`config.mk`:
```
export PLATFORM = sky130hd
export DESIGN_NAME = subrange_corrector
export DESIGN_NICKNAME = d
export VERILOG_FILES = /design/src/rtl/subrange_pkg.sv /design/src/rtl/stage_align.sv /design/src/rtl/code_merge.sv /design/src/rtl/range_clamp.sv /design/src/rtl/subrange_corrector.sv
export SDC_FILE = /design/constraint.sdc
export NUM_CORES = 1
export LEC_CHECK = 0
export ABC_CLOCK_PERIOD_IN_PS = 4200
export BUFFER_PORTS_ARGS = -buffer_cell sky130_fd_sc_hd__clkbuf_2
export CAP_MARGIN = 20
export CORE_MARGIN = 2
export CORE_UTILIZATION = 50
export CTS_CLUSTER_SIZE = 8
export DETAILED_ROUTE_END_ITERATION = 10
export GPL_ROUTABILITY_DRIVEN = 0
export PLACE_DENSITY = 0.7
export SLEW_MARGIN = 20
export SYNTH_ARGS = -nofsm -noshare
export SYNTH_HDL_FRONTEND = slang
export SYNTH_HIERARCHICAL = 1
export SYNTH_SLANG_ARGS = --single-unit
```
`constraint.sdc`:
```
create_clock -name clk -period 4.2 [get_ports clk]
set_input_delay 0.42 -clock clk [delete_from_list [all_inputs] [get_ports clk]]
set_output_delay 0.42 -clock clk [all_outputs]
set_load 0.1 [all_outputs]
```
`src/rtl/subrange_pkg.sv`:
```
// Shared types for the subranging correction block.
// Assumes: nothing beyond plain SystemVerilog.
package subrange_pkg;

    // Outcome of the range check on a merged sum
    typedef enum logic [1:0] {
        RNG_IN   = 2'd0,
        RNG_UNDER = 2'd1,
        RNG_OVER  = 2'd2
    } rng_e;

endpackage

```
`src/rtl/stage_align.sv`:
```
// Fixed-depth delay line for one stage decision and its strobe.
// Assumes: DEPTH >= 1. The line shifts every cycle, so a decision leaves
// it exactly DEPTH cycles after it was sampled.
module stage_align #(
    parameter int W     = 5,
    parameter int DEPTH = 1
) (
    input  logic         clk,
    input  logic         rst_n,
    input  logic [W-1:0] din,
    input  logic         vin,
    output logic [W-1:0] dout,
    output logic         vout
);

    logic [W-1:0] code_q [DEPTH];
    logic         vld_q  [DEPTH];

    genvar i;
    generate
        for (i = 0; i < DEPTH; i++) begin : g_tap
            if (i == 0) begin : g_head
                // First tap: capture the stage input
                always_ff @(posedge clk) begin
                    if (!rst_n) begin
                        code_q[i] <= '0;
                        vld_q[i]  <= 1'b0;
                    end else begin
                        code_q[i] <= din;
                        vld_q[i]  <= vin;
                    end
                end
            end else begin : g_body
                // Later taps: move the previous tap forward
                always_ff @(posedge clk) begin
                    if (!rst_n) begin
                        code_q[i] <= '0;
                        vld_q[i]  <= 1'b0;
                    end else begin
                        code_q[i] <= code_q[i-1];
                        vld_q[i]  <= vld_q[i-1];
                    end
                end
            end
        end
    endgenerate

    assign dout = code_q[DEPTH-1];
    assign vout = vld_q[DEPTH-1];

endmodule

```
`src/rtl/code_merge.sv`:
```
// Weighted sum of three aligned stage decisions with the redundancy offset removed.
// Assumes: each later stage's MSB overlaps the previous stage's LSB by one bit,
// and each later stage is centred by half of its range (its mid-scale offset).
module code_merge #(
    parameter int C_W   = 5,
    parameter int M_W   = 5,
    parameter int F_W   = 6,
    parameter int SUM_W = 16
) (
    input  logic [C_W-1:0]          c_code,
    input  logic [M_W-1:0]          m_code,
    input  logic [F_W-1:0]          f_code,
    output logic signed [SUM_W-1:0] sum
);

    localparam int SH_M = F_W - 1;
    localparam int SH_C = SH_M + M_W - 1;
    localparam int OFS  = (1 << (SH_M + M_W - 2)) + (1 << (F_W - 2));

    logic signed [SUM_W-1:0] c_term, m_term, f_term;

    // Place each decision at its weight and subtract the combined offset
    always_comb begin
        c_term = $signed(SUM_W'(c_code)) <<< SH_C;
        m_term = $signed(SUM_W'(m_code)) <<< SH_M;
        f_term = $signed(SUM_W'(f_code));
        sum    = c_term + m_term + f_term - $signed(SUM_W'(OFS));
    end

endmodule

```
`src/rtl/range_clamp.sv`:
```
// Saturates a signed merged sum to the unsigned output range.
// Assumes: SUM_W > OUT_W + 1, so every sum fits without wrap.
module range_clamp
    import subrange_pkg::*;
#(
    parameter int SUM_W = 16,
    parameter int OUT_W = 14
) (
    input  logic signed [SUM_W-1:0] sum,
    output logic [OUT_W-1:0]        code,
    output rng_e                    rng
);

    localparam logic signed [SUM_W-1:0] TOP = $signed(SUM_W'((1 << OUT_W) - 1));

    // Pick the rail or pass the sum, and report which one was taken
    always_comb begin
        if (sum < 0) begin
            code = '0;
            rng  = RNG_UNDER;
        end else if (sum > TOP) begin
            code = '1;
            rng  = RNG_OVER;
        end else begin
            code = sum[OUT_W-1:0];
            rng  = RNG_IN;
        end
    end

endmodule

```
`src/rtl/subrange_corrector.sv`:
```
// Top of the correction block: aligns three stage decisions, merges and clamps them.
// Assumes: the middle strobe follows the coarse strobe by MID_LAG cycles and the
// fine strobe by FIN_LAG cycles, with FIN_LAG >= MID_LAG. The result appears
// FIN_LAG + 1 cycles after the coarse strobe.
module subrange_corrector
    import subrange_pkg::*;
#(
    parameter int C_W     = 5,
    parameter int M_W     = 5,
    parameter int F_W     = 6,
    parameter int MID_LAG = 1,
    parameter int FIN_LAG = 2
) (
    input  logic                         clk,
    input  logic                         rst_n,
    input  logic [C_W-1:0]               crs_code,
    input  logic                         crs_vld,
    input  logic [M_W-1:0]               mid_code,
    input  logic                         mid_vld,
    input  logic [F_W-1:0]               fin_code,
    input  logic                         fin_vld,
    output logic [C_W+M_W+F_W-3:0]       res_code,
    output logic                         res_clip,
    output logic                         res_vld
);

    localparam int OUT_W = C_W + M_W + F_W - 2;
    localparam int SUM_W = OUT_W + 2;
    localparam int C_DEP = FIN_LAG + 1;
    localparam int M_DEP = FIN_LAG - MID_LAG + 1;
    localparam int F_DEP = 1;

    logic [C_W-1:0]          c_al;
    logic [M_W-1:0]          m_al;
    logic [F_W-1:0]          f_al;
    logic                    c_v, m_v, f_v;
    logic signed [SUM_W-1:0] sum;
    logic [OUT_W-1:0]        clamped;
    rng_e                    rng;
    logic                    take;

    stage_align #(.W(C_W), .DEPTH(C_DEP)) u_crs (
        .clk(clk), .rst_n(rst_n), .din(crs_code), .vin(crs_vld),
        .dout(c_al), .vout(c_v)
    );

    stage_align #(.W(M_W), .DEPTH(M_DEP)) u_mid (
        .clk(clk), .rst_n(rst_n), .din(mid_code), .vin(mid_vld),
        .dout(m_al), .vout(m_v)
    );

    stage_align #(.W(F_W), .DEPTH(F_DEP)) u_fin (
        .clk(clk), .rst_n(rst_n), .din(fin_code), .vin(fin_vld),
        .dout(f_al), .vout(f_v)
    );

    code_merge #(.C_W(C_W), .M_W(M_W), .F_W(F_W), .SUM_W(SUM_W)) u_merge (
        .c_code(c_al), .m_code(m_al), .f_code(f_al), .sum(sum)
    );

    range_clamp #(.SUM_W(SUM_W), .OUT_W(OUT_W)) u_clamp (
        .sum(sum), .code(clamped), .rng(rng)
    );

    // A result exists only when all three decisions of one sample are aligned
    assign take = c_v & m_v & f_v;

    // Output register: load on a complete sample, otherwise hold the last result
    always_ff @(posedge clk) begin
        if (!rst_n) begin
            res_code <= '0;
            res_clip <= 1'b0;
            res_vld  <= 1'b0;
        end else begin
            res_vld <= take;
            if (take) begin
                res_code <= clamped;
                res_clip <= (rng != RNG_IN);
            end
        end
    end

endmodule

```
Word-level counts from Yosys, hierarchy flattened
Memories as Yosys holds them, arrays and structs flattened.
Cells that the tools add are included.
{ "totals": {"register_bits": 16, "latch_bits": 0, "mem_bits_rw": 37, "mem_bits_ro": 0, "out_inout_bits": 16, "word_cells": 49, "memories": 6} }
{ "mem_list": {"columns": ["name", "depth", "width", "rd", "rd_clocked_by_memory_dff", "write_ports", "line_no", "text"], "rows": [
  ["u_crs.code_q", 3, 5, 3, 0, 3, "stage_align.sv:16", "logic [W-1:0] code_q [DEPTH];"],
  ["u_mid.code_q", 2, 5, 2, 0, 2, "stage_align.sv:16", null],
  ["u_fin.code_q", 1, 6, 1, 0, 1, "stage_align.sv:16", null],
  ["u_crs.vld_q", 3, 1, 3, 0, 3, "stage_align.sv:17", "logic vld_q [DEPTH];"],
  ["u_mid.vld_q", 2, 1, 2, 0, 2, "stage_align.sv:17", null],
  ["u_fin.vld_q", 1, 1, 1, 0, 1, "stage_align.sv:17", null]
]} }
{ "op_classes": {"addsub": 3, "mul": 0, "div": 0, "order_cmp": 2, "n_eq_ne": 0, "n_shift": 0, "muxes": 20, "n_bitwise": 12, "n_reduce_logical": 3} }
{ "op_table": {"columns": ["operator", "count"], "rows": [
  ["$mux W14", 2],
  ["$mux W5", 5],
  ["$add A15 B6 Y16", 1],
  ["$gt A16 B15 Y1 const B", 1],
  ["$lt A16 B1 Y1 const B", 1],
  ["$sub A16 B10 Y16 const B", 1],
  ["$add A14 B10 Y15", 1],
  ["$mux W1", 10],
  ["$or A1 B1 Y1", 10],
  ["$mux W6", 1],
  ["$reduce_or A6 Y1", 1],
  ["$mux W2", 2],
  ["$and A1 B1 Y1", 2],
  ["$reduce_bool A2 Y1", 1],
  ["$reduce_or A1 Y1", 1]
]} }

Depth between registers and ports, before layout
An unclocked memory read counts as a cell.
{ "logic_depth": {"depth_word": 8, "depth_mapped": 14, "depth_no_buf": 13} }

Cells and area by module
Netlist, hierarchy kept.
{ "by_module_without_submodules": {"columns": ["module", "instances", "cells_each", "area_each_um2"], "rows": [
  ["subrange_corrector", 1, 68, 643.1],
  ["code_merge", 1, 69, 550.5],
  ["stage_align (u_crs)", 1, 37, 501.7],
  ["stage_align (u_mid)", 1, 25, 336.6],
  ["stage_align (u_fin)", 1, 14, 183.9],
  ["range_clamp", 1, 18, 171.4]
]} }

Worst setup path before layout
No wires, ideal clock.
{ "synth_timing": {"path_kind": "register to register", "from": "memory u_mid.code_q[2][0] (netlist: u_mid/code_q[1][0])", "to": "register res_code[3]", "setup_ns": 0.120, "arrival_ns": 2.933, "t_required_ns": 4.080, "setup_slack_ns": 1.147, "path_stages_with_launch": 15, "path_buffers": 1, "synth_period_minus_slack_ns": 3.053, "path_cell_list": "dfxtp_1 > inv_1 > ha_1 > inv_1 > ha_1 > fa_1 > a21o_1 > a211o_1 > a221o_1 > nand4_1 > nor3b_1 > buf_2 > o21ba_1 > nand2_1 > mux2i_1"} }
{ "synth_rtl": {"columns": ["item", "line_no", "text"], "rows": [
  ["start, declared", "stage_align.sv:16", null],
  ["end signal, assigned", "subrange_corrector.sv:77", "res_code <= clamped;"],
  ["end, declared", "subrange_corrector.sv:22", "output logic [C_W+M_W+F_W-3:0] res_code,"]
]} }

Worst setup path in the final report
{ "layout_timing": {"from": "memory u_fin/code_q[0][5] (netlist name)", "to": "register res_clip"} }
{ "layout_between": {"elab_chain_cells": 7, "elab_cells_between_ends": 8, "classes_between": "add/sub: 2; order compare: 2; mux: 2; reduce/logical: 1; memory: 1"} }
{ "layout_rtl": {"columns": ["item", "line_no", "text"], "rows": [
  ["start, declared", "stage_align.sv:16", null],
  ["$mem_v2 Z1 W6 (*)", null, null],
  ["$add A15 B6 Y16 (*)", "code_merge.sv:27", "sum = c_term + m_term + f_term - $signed(SUM_W'(OFS));"],
  ["$sub A16 B10 Y16 (*)", "code_merge.sv:27", null],
  ["via sum[15]", "subrange_corrector.sv:37", "logic signed [SUM_W-1:0] sum;"],
  ["$gt A16 B15 Y1", "range_clamp.sv:21", "end else if (sum > TOP) begin"],
  ["$mux W2", "range_clamp.sv:21", null],
  ["$mux W2 (*)", "range_clamp.sv:18", "if (sum < 0) begin"],
  ["via rng[1]", "subrange_corrector.sv:39", "rng_e rng;"],
  ["$reduce_bool A2 Y1 (*)", "subrange_corrector.sv:78", "res_clip <= (rng != RNG_IN);"],
  ["end signal, assigned", "subrange_corrector.sv:78", null],
  ["end, declared", "subrange_corrector.sv:23", "output logic res_clip,"]
]} }
The timed path passes the listed nets; every way through them passes the cells marked *.
A chain may end at the register's enable or synchronous reset.

==> reports/results.ini <==
[clock_network]
cts.htree.levels=2
clk_latency_ns=0.30
cts_setup_buffers=0
clock-root-buffer=clkbuf_8
cts.reportedPaths.clkPinSlew_ns=0.09
cts_made_buffers=5
ctsResizeCount=0
cts_sinks=53
cts_hold_buffers=0
cts.path.max_buffers=2
cts_tree=done

[sta]
fin_crit_sh_pct=77.6
setup_slack_ns=0.940
hold_viol=0
setup_violations=0
fin_setup_tns_ns=0
rsz0062_at_grt=no
fmax_ghz=0.307
tightest_slew_ns=0.936
fin_skew_ns=0.00366
min_period_ns=3.26
relSlewSlack_pct=37.6
slew_viol_final=0

[route]
drtIter0Drc=44
num_vias=1533
drc=0
ant_nets=0
firstDrtPassIters=4
wirelength_microns=3420
viasPerCell=4.85
routedWlPerCell_microns=10.8

[worst_setup_path]
cp-end-kind=flop
required_ns=4.36
crit_start=u_fin/code_q[0][5]
startpoint_type=flop
cp_data_arrival_time_ns=3.42
criticalPathCategory=flop to flop
crit_path_top_delay_cell=fa_1
critPathBufInv=3
cp_max_fo=16
worstPathCellList=inv_1 -> ha_1 -> inv_1 -> ha_1 -> fa_1 -> a21o_1 -> a211o_1 -> a221o_1 -> nand4_1 -> nor3b_1 -> buf_4 -> and2b_1 -> o21ai_0 -> mux2i_1
r2r-start=u_fin/code_q[0][5]
max_stage_delay_ns=0.41
crit_family=compound AO/OA/AOI/OAI gates

[pwr]
power.internal_uw=702
p_sw_uw=219
p_clk_share_pct=29.2
p_per_area_nw_per_um2=352
power_switching_share_pct=23.8
power_leakage_nw=1.21
combPwrFrac_pct=14.1
p_seq_share_pct=56.7
vdd_ir_drop_max_v=0.000244

[global_routing]
grt_max_degree=69
antenna_found_initial=0
grt_use_total_pct=14.3
grt_overflow=0
grt_pass1_wl_microns=5880
grt_pass1_vias=1410

[floorplanning]
die_y_microns=73.1
core_area_sq_um=4660
pin_count=37
rows=25
start_util_pct=51.2
fp.dieW_microns=73.1
dieArea_sq_um=5340

[placed_design]
place_ws_ns=0.917
io_buffers=36
hpwl_microns=2440

[synthesis]
ys_warn_count=6
ys_seq_elements=53
ys.flop_type=dfxtp_1
async_reset_ff_share_pct=0
yosysTopAreaCellShare_pct=44.4
ys_seq_area_share_pct=44.4
netlist_area_sq_um=2390
yosys-top-cells-area=dfxtp_1 (44%), and2_2 (7.2%), mux2i_1 (6.3%), ha_1 (5.8%), o21ba_1 (5.5%)
postSynthCellCount=231
syn_nets=264
post-synth-top-area-cell=dfxtp_1
synth.avg_cell_area_sq_um=10.3
synth_edf_count=0
synth_cell_types=38

[run]
cap_viol_max_count=0

[final_layout]
multi_input_area_sq_um=1170
final_nets=294
final.fill_count=431
finish.utilization_pct=56.1
n_antenna_cell=0
layout-drive-gt1-share_pct=27.5
regArea_sq_um=1060
area_growth_pct=9.54

[status]
status=complete, no violations

[worst_hold_path]
hold_path.class=input port to flop
min_from=fin_vld

power by group through the flow:
stage          clock network [mW]  logic (mW)  registers, mW
4_1_cts                     0.281       0.131          0.523
5_1_grt                     0.300       0.147          0.524
3_3_place_gp                    0       0.128          0.534
3_5_place_dp                    0       0.129          0.534
2_1_floorplan                   0       0.111          0.534
6_report                    0.269       0.130          0.522
final cells by class:
type                    count  area share (%)
clock buffers               5            2.63
clock inverters             3           0.670
inverters                  11            1.63
multi-input cells         153            44.7
flip-flops and latches     53            40.6
well taps                  54            2.58
repair buffers             37            7.18
state kept, by name, indices dropped and copies added (netlist names):
| register | count |
|---|---|
| u_mid/vld_q | 2 |
| u_fin/vld_q | 1 |
| u_crs/vld_q | 3 |
| u_fin/code_q | 6 |
| u_crs/code_q | 15 |
| res_vld | 1 |
| res_clip | 1 |
| res_code | 14 |
| u_mid/code_q | 10 |
kinds of logic (layout without fill, tap and decap cells):
kind of cell             count (synthesis)  in the layout  synth area share [%]
AO/OA/AOI/OAI                           31             31                  10.9
flip-flops                              53             53                  44.4
buffers and inverters                   25             56                  6.87
XOR/XNOR                                12             12                  5.29
adder cells (fa/ha/maj)                 12             12                  6.60
AND/OR/NAND/NOR                         83             83                  19.6
multiplexers                            15             15                  6.29
layer usage:
metal  track usage (%)  up-vias  routed length (microns)
met5                 0        -                        0
met4              6.17        0                       65
met3              4.14        6                      110
met2              25.4       22                     1670
met1              15.6      692                     1580
li1                  -      813                        -
cells in the mapped netlist (4+ instances only):
library cell,n
and2_2,23
and2_1,16
buf_4,5
xor2_1,6
ha_1,11
mux2i_1,15
nand2_1,29
o21ba_1,13
dfxtp_1,53
inv_1,10
xnor2_1,4
buf_6,4
a21oi_1,4
final timing paths:
path / to / slack, ns / cells past startpoint
max: res_clip / 0.94 / 14
min: u_fin/vld_q[0] / 0.32 / 2
max reg2reg: res_clip / 0.94 / 14
min reg2reg: u_mid/code_q[1][3] / 0.44 / 1
worst register-to-register path: stages, from the launching register on:
cell and delay, ns:
dfxtp_1 0.32, inv_1 0.04, ha_1 0.26, inv_1 0.04
ha_1 0.21, fa_1 0.41, a21o_1 0.21, a211o_1 0.32
a221o_1 0.35, nand4_1 0.10, nor3b_1 0.23, buf_4 0.22
and2b_1 0.18, o21ai_0 0.14, mux2i_1 0.09
placed cells by master (no fill, tap or decap), drive strengths merged:
cell type	netlist	routed
a2111oi	1	1
a211o	3	3
a211oi	1	1
a21o	2	2
a21oi	4	4
a221o	1	1
and2	39	39
and2b	1	1
and3	2	2
buf	13	2
clkbuf	1	40
clkinv	1	3
clkinvlp	0	1
dfxtp	53	53
fa	1	1
ha	11	11
inv	10	10
mux2i	15	15
nand2	29	29
nand3	3	3
nand4	1	1
nor2	3	3
nor2b	1	1
nor3b	2	2
o211ai	1	1
o21a	1	1
o21ai	2	2
o21ba	14	14
o31ai	1	1
or3	2	2
xnor2	5	5
xnor3	1	1
xor2	6	6
through the flow:
step	cell area [sq um]	hold slack, ns	power [mW]	std cells
2_1_floorplan	2390	0.412	0.645	231
3_3_place_gp	2520	0.416	0.662	308
3_5_place_dp	2520	0.417	0.664	308
4_1_cts	2610	0.310	0.934	316
5_1_grt	2620	0.316	0.971	316
6_report	2620	0.320	0.921	316
Power figures use the tool's default switching activity.
